--- src/rtl/trc_chk_pkg.sv ---
package trc_chk_pkg;

   localparam int NUM_RULES = 8;
   localparam int CODE_W    = $clog2(NUM_RULES + 1);

   localparam int RULE_ORDER     = 0;
   localparam int RULE_INTR      = 1;
   localparam int RULE_RD_ZERO   = 2;
   localparam int RULE_RS_ZERO   = 3;
   localparam int RULE_INSN_HI   = 4;
   localparam int RULE_MODE      = 5;
   localparam int RULE_IXL       = 6;
   localparam int RULE_POST_HALT = 7;

   localparam logic [1:0] MODE_RESERVED = 2'd2;
   localparam logic [1:0] IXL_W32       = 2'd1;
   localparam logic [1:0] IXL_W64       = 2'd2;
   localparam logic [1:0] INSN_FULL_LO  = 2'b11;

   typedef logic [NUM_RULES-1:0] rule_vec_t;
   typedef logic [CODE_W-1:0]    rule_code_t;

   // lowest set index plus one, zero when nothing set
   function automatic rule_code_t first_code(rule_vec_t v);
      rule_code_t c;
      c = '0;
      for (int i = NUM_RULES - 1; i >= 0; i--) begin
         if (v[i]) c = CODE_W'(i + 1);
      end
      return c;
   endfunction

endpackage

--- src/rtl/trc_field_rules.sv ---
module trc_field_rules
   import trc_chk_pkg::*;
#(
   parameter int XLEN    = 64,
   parameter int INSN_W  = 64,
   parameter int RADDR_W = 5,
   parameter int NUM_SRC = 2
) (
   input  logic [INSN_W-1:0]               insn,
   input  logic [1:0]                      mode,
   input  logic [1:0]                      ixl,
   input  logic [RADDR_W-1:0]              rd_addr,
   input  logic [XLEN-1:0]                 rd_data,
   input  logic [NUM_SRC-1:0][RADDR_W-1:0] rs_addr,
   input  logic [NUM_SRC-1:0][XLEN-1:0]    rs_data,
   output rule_vec_t                       viol
);

   logic [NUM_SRC-1:0] src_bad;
   logic               dst_bad;
   logic               is_short;
   logic               above16_set;
   logic               above32_set;
   logic               insn_bad;
   logic               unused_insn_mid;

   // one zero-slot check per source operand
   for (genvar s = 0; s < NUM_SRC; s++) begin : g_src
      assign src_bad[s] = (rs_addr[s] == '0) && (rs_data[s] != '0);
   end

   assign dst_bad = (rd_addr == '0) && (rd_data != '0);

   assign is_short        = (insn[1:0] != INSN_FULL_LO);
   assign above16_set     = |insn[INSN_W-1:16];
   assign unused_insn_mid = ^insn[15:2];

   // a word of exactly 32 bits has no room above a full instruction
   if (INSN_W > 32) begin : g_wide_word
      assign above32_set = |insn[INSN_W-1:32];
   end else begin : g_exact_word
      assign above32_set = 1'b0;
   end

   assign insn_bad = is_short ? above16_set : above32_set;

   always_comb begin
      viol                 = '0;
      viol[RULE_RD_ZERO]   = dst_bad;
      viol[RULE_RS_ZERO]   = |src_bad;
      viol[RULE_INSN_HI]   = insn_bad;
      viol[RULE_MODE]      = (mode == MODE_RESERVED);
      viol[RULE_IXL]       = (ixl != IXL_W32) && (ixl != IXL_W64);
   end

endmodule

--- config.mk ---
export PLATFORM = sky130hd
export DESIGN_NAME = trc_field_rules
export DESIGN_NICKNAME = d
export VERILOG_FILES = /design/src/rtl/trc_chk_pkg.sv /design/src/rtl/trc_field_rules.sv
export SDC_FILE = /design/constraint.sdc
export NUM_CORES = 1
export LEC_CHECK = 0
export BUFFER_PORTS_ARGS = -buffer_cell sky130_fd_sc_hd__buf_2
export CAP_MARGIN = 20
export CORE_AREA = 2 2 111 113
export DETAILED_ROUTE_END_ITERATION = 6
export DIE_AREA = 0 0 113 115
export RECOVER_POWER = 100
export SLEW_MARGIN = 10
export SYNTH_ARGS = -nofsm -noshare
export SYNTH_HDL_FRONTEND = slang
export SYNTH_SLANG_ARGS = --single-unit
--- constraint.sdc ---
create_clock -name vclk -period 1.7
set_input_delay 0 -clock vclk [all_inputs]
set_output_delay 0 -clock vclk [all_outputs]
set_load 0.005 [all_outputs]
# After elaboration in Yosys (flattened, before gate mapping)
# Index checks and enable logic that the tools add are counted.
[totals]
output_inout_bits = 8
word_cells = 18
in_bits = 275
reg_bits = 0
[op_classes]
muxes = 1
reduce_logical = 13
eq_ne = 4
[op_table]
columns = ["cell", "n"]
rows = [
  ["nonzero test 64 bit", 3],
  ["OR reduction 48 bit", 1],
  ["OR reduction 32 bit", 1],
  ["zero test 5 bit", 3],
  ["logical AND 1 bit", 4],
  ["!= test 2 bit (second input constant)", 2],
  ["equality test 2 bit (second input constant)", 1],
  ["!= test 2 x 1 -> 1 bit (second input constant)", 1],
  ["OR reduction 2 bit", 1],
  ["2-to-1 mux 1 bit", 1],
]

# Depth between registers and ports, before layout
# Gate-level depths: netlist (run 1).
[logic_depth]
word_depth = 3
mapped_depth = 5
depth_no_buf = 5

# Least setup slack after synthesis (run 1)
# OpenSTA, ideal clock, no wires.
[synth_path]
path_kind = "input to output"
from = "input port rs_addr[6] in the netlist's numbering"
to = "output port viol[3]"
t_arrival_ns = 0.914
stages = 3
n_path_buf = 0
required_ns = 1.700
slack_ns = 0.786
cell_sequence = "or4_1 -> or3_1 -> o31ai_1"
[synth_between]
elab_chain_cells = 3
[synth_lines]
columns = ["element", "line_no", "rtl"]
rows = [
  ["from (decl)", "trc_field_rules.sv:14", "input logic [NUM_SRC-1:0][RADDR_W-1:0] rs_addr,"],
  ["zero test 5 bit", "trc_field_rules.sv:29", "assign src_bad[s] = (rs_addr[s] == '0) && (rs_data[s] != '0);"],
  ["logical AND 1 bit", "trc_field_rules.sv:29", ""],
  ["OR reduction 2 bit", "trc_field_rules.sv:50", "viol[RULE_RS_ZERO] = |src_bad;"],
  ["to (decl)", "trc_field_rules.sv:16", "output rule_vec_t viol"],
]
# No other way between the ends.

# Worst setup path after layout (run 1)
[layout_path]
from = "input port rs_data[92] in the netlist's numbering"
to = "output port viol[3]"
[layout_between]
elab_chain_cells = 3
[layout_lines]
columns = ["element", "line_no", "rtl"]
rows = [
  ["from (decl)", "trc_field_rules.sv:15", "input logic [NUM_SRC-1:0][XLEN-1:0] rs_data,"],
  ["nonzero test 64 bit", "trc_field_rules.sv:29", ""],
  ["logical AND 1 bit", "trc_field_rules.sv:29", ""],
  ["OR reduction 2 bit", "trc_field_rules.sv:50", ""],
]
# No other way between the ends.

==> results of run 1 <==
[how the worst min path moves through the flow]
stage	cells after the start	endpoint	slack [ps]	startpoint
after floorplan	1	viol[5]	30	mode[0]
after global placement	3	viol[5]	220	mode[0]
after detailed placement	3	viol[5]	220	mode[0]
after CTS	3	viol[5]	220	mode[0]
after global routing	3	viol[5]	220	mode[0]
final	3	viol[5]	210	mode[0]
[per-stage QoR]
step | util (%) | instance area (um2) | setup slack, ps | hold WS (ps) | power, W
final | 17.6 | 2080 | 375 | 207 | 0.000337
after global routing | 17.6 | 2080 | 194 | 215 | 0.000371
after CTS | 17.6 | 2080 | 306 | 225 | 0.000341
after detailed placement | 17.6 | 2080 | 314 | 225 | 0.000340
after global placement | 17.6 | 2080 | 297 | 221 | 0.000337
after floorplan | - | 606 | 786 | 30.2 | 0.0000394
[cell usage in the layout, fill, tap and decap left out, drive strengths merged]
cell type  count
or3            1
or4            3
nor3           1
nor2b          1
o31ai          1
nand4         15
conb           3
xnor2          1
buf          262
nor4          63
nand2          1
a211o          1
clkbuf         4
[worst max-delay path: stages]
cell and delay, ps:
buf_2 90, nor4_1 370, nand4_1 150, nor4_1 340, or3_1 160, o31ai_1 80
clkbuf_1 140
[power by group through the flow]
stage               registers, W  clock network [W]  logic (W)
global route                   0                  0   0.000371
global placement               0                  0   0.000337
finish                         0                  0   0.000337
CTS                            0                  0   0.000341
detailed placement             0                  0   0.000340
floorplan                      0                  0  0.0000394
[layout make-up]
cell class / count / area (um2)
Tap cell: 147 / 184
Fill cell: 1375 / 9730
Multi-Input combinational cell: 91 / 568
Timing Repair Buffer: 266 / 1330
[routing by layer]
metal,GRT usage (%),vias up,part of all wire (%)
met1,6.13,833,30
li1,-,967,-
met2,16.4,162,56
met5,0,-,0
met3,0.527,4,13
met4,0,0,0.64
[cell families after synthesis]
kind of cell,after synthesis,share of synthesized area [%]
other,1,0.627
buffers and inverters,5,6.28
AOI/OAI and AO/OA,2,2.72
xor gates and xnor gates,1,1.46
and+or+nand+nor,85,88.9
==> results.yml, run 1 <==
pwr:
  intPower_w: 0.000230
  combPwrFrac_pct: 100.0
  p_sw_w: 0.000107
  pwr-share-clk_pct: 0
  power_leakage_nw: 1.09
  power.density_mw_per_mm2: 162
  seq_power_share_pct: 0
  ir_drop_v: 0.0000334
  switching_share_pct: 31.7
route:
  final_antenna_net_count: 0
  num_vias: 1966
  wl_per_cell_um: 10.8
  totalWireLength_mm: 5.46
  viasPerCell: 3.90
  drt_pass1_iterations: 6
  drt_iter0_drc: 55
  drc: 20
critical_path:
  endpoint: "viol[3]"
  cp_max_fo: 1
  cp-start-kind: "primary input"
  cp-end-kind: "output port"
  crit_path_start: "rs_data[92]"
  worst-setup-path-type: "primary input to output port"
  required_ps: 1700
  arrival_ps: 1320
flow_run:
  drv_cap: 0
yosys:
  synth_cells: 94
  yosysMostFrequentCell: "nor4_1"
  ys_types: 12
  synth_top_area_share_pct: 65.9
  yosysWarnings: 0
  synth_top_area_cell: "nor4_1"
  syn_area_um2: 598
  yosys-top-cells-count: "nor4_1, nand4_1, buf_4"
  syn-mean-instance-area_um2: 6.36
  yosysSeqAreaShare_pct: 0
  synth_area_leaders: "nor4_1, nand4_1, buf_4, or4_1, a211o_1"
grt:
  grt_max_degree: 2
  overflow: 0
  antenna_found_initial: 1
  grt_pass1_wl_mm: 7.30
  grt_pass1_vias: 1840
  grtUsageTotal_pct: 6.79
floorplan:
  die_y_um: 115
  fp.dieW_um: 113
  fp.coreArea_mm2: 0.0118
  start_util_pct: 5.06
  dieArea_mm2: 0.0130
  ios: 283
  fp-row-count: 40
placement:
  io_buffers: 266
  dp.cells: 504
  hpwl_mm: 5.26
  gp_congestion: 0.842
timing:
  fin_crit_sh_pct: 77.9
  drv_slew: 0
  min_period_ps: 1320
  fmax_mhz: 755
  rsz0062_at_grt: "false"
  setup_tns_ps: 0
  finalSetupViolations: 0
  hold_viol_final: 0
cts:
  postCtsResizedCells: 0
  cts_setup_buffers: 0
  hold_buffers: 0
outcome:
  failed_checks: "DRC"
  status: "finished, violations left"
worst_hold_path:
  hold_class: "primary input to output port"
final_layout:
  antennaDiodeCount: 0
  clockBufferCount: 0
  nets: 634
  regArea_um2: 0
  instances_no_fill: 504
  area_growth_pct: 247
  design.seq.count: 0
  drive_above_1_share_pct: 73.1
(Power assumes the default switching activity.)
==> run 2, diff against run 1 <==
--- a/config.mk
+++ b/config.mk
@@ -7,9 +7,9 @@
 export LEC_CHECK = 0
 export BUFFER_PORTS_ARGS = -buffer_cell sky130_fd_sc_hd__buf_2
 export CAP_MARGIN = 20
-export CORE_AREA = 2 2 111 113
+export CORE_AREA = 2 2 108 110
 export DETAILED_ROUTE_END_ITERATION = 6
-export DIE_AREA = 0 0 113 115
+export DIE_AREA = 0 0 110 112
 export RECOVER_POWER = 100
 export SLEW_MARGIN = 10
 export SYNTH_ARGS = -nofsm -noshare
==> constraint.sdc (replaced) <==
create_clock -name vclk -period 1.32
set_input_delay 0 -clock vclk [all_inputs]
set_output_delay 0 -clock vclk [all_outputs]
set_load 0.005 [all_outputs]
==> results.yml, run 2 (synthesized netlist as in run 1, its figures left out) <==
route:
  viasPerCell: 3.80
  wl_per_cell_um: 10.5
  drc: 0
  final_antenna_net_count: 0
  drt_iter0_drc: 35
  drt_pass1_iterations: 4
  totalWireLength_mm: 5.27
  num_vias: 1898
timing:
  hold-worst-slack_ps: 196
  finalSetupViolations: 0
  fmax_mhz: 814
  fin_crit_sh_pct: 93.0
  setup_slack_ps: 92.1
  setup_tns_ps: 0
  drv_slew: 0
  hold_viol_final: 0
  min_period_ps: 1230
flow_run:
  drv_cap: 0
cts:
  hold_buffers: 0
  cts_setup_buffers: 0
  postCtsResizedCells: 0
final_layout:
  drive_above_1_share_pct: 74.5
  design.seq.count: 0
  utilization_pct: 18.8
  nets: 634
  instances_no_fill: 500
  multi_input_area_um2: 592
  final_cell_mix: "buf_2, nor4_1, nand4_1"
  nFillCells: 1284
  antennaDiodeCount: 0
  clockBufferCount: 0
  final_common_cell: "buf_2"
  area_growth_pct: 251
  regArea_um2: 0
critical_path:
  arrival_ps: 1230
  cp-start-kind: "primary input"
  required_ps: 1320
  cp_top_family: "simple AND/OR/NAND/NOR gates"
  cpPeakStageDelay_ps: 530
  cp_max_fo: 1
  cp_num_buf_inv: 2
  cpMaxStageDelayCell: "or4_1"
  crit_top_cell: "buf_2"
  crit_chain: "buf_2, or4_1, or3_4, o31ai_1, buf_2"
  worst-setup-path-type: "primary input to output port"
  cp-end-kind: "output port"
floorplan:
  die_y_um: 112
  start_util_pct: 5.35
  dieArea_mm2: 0.0123
  fp.coreArea_mm2: 0.0112
  fp-row-count: 39
  ios: 283
  fp.dieW_um: 110
pwr:
  power_leakage_nw: 1.09
  power.density_mw_per_mm2: 210
  ir_drop_v: 0.0000774
grt:
  antenna_found_initial: 0
  grt_max_degree: 2
  grt_pass1_wl_mm: 7.04
  overflow: 0
  grtUsageTotal_pct: 7.09
  grt_pass1_vias: 1791
outcome:
  status: "complete, no violations"
placement:
  io_buffers: 266
  dp.cells: 500
  hpwl_mm: 4.96
  gp_congestion: 0.801
  place_ws_ps: 49.8
worst_hold_path:
  hold_class: "primary input to output port"
==> run 2: cell counts in the layout (fill, tap and decap cells not counted) <==
No cell type changed its count.
==> run 2: metal layers <==
layer | track usage (%) | vias up | wire length, um
met5 | 0 | - | 0
met4 | 0.169 | 0 | 0
met3 | 0.293 | 0 | 612
met2 | 16.9 | 154 | 3090
met1 | 6.26 | 777 | 1570
li1 | - | 967 | -
==> run 2: area by class of cell <==
type | count | share of cell area (%)
Multi-Input combinational cell | 91 | 28.2
Tap cell | 143 | 8.53
Timing Repair Buffer | 266 | 63.2
==> run 2: per-stage QoR <==
step	instance area (um2)	power, W
4_1_cts	2080	0.000440
3_3_place_gp	2080	0.000436
5_1_grt	2100	0.000490
2_1_floorplan	606	0.0000508
6_report	2100	0.000440
3_5_place_dp	2080	0.000438
==> run 2: path summary, 6_finish.rpt <==
kind | start | end | slack (ps) | cells past startpoint
setup / recovery | rs_addr[6] | viol[3] | 90 | 5
hold / removal | mode[0] | viol[5] | 200 | 3
==> run 2: power by group <==
part / internal, W / total (W) / switching (W) / leakage [nW]
Combinational: 0.000298 / 0.000440 / 0.000142 / 1.09
Sequential: 0 / 0 / 0 / 0
Clock: 0 / 0 / 0 / 0
Total: 0.000298 / 0.000440 / 0.000142 / 1.09
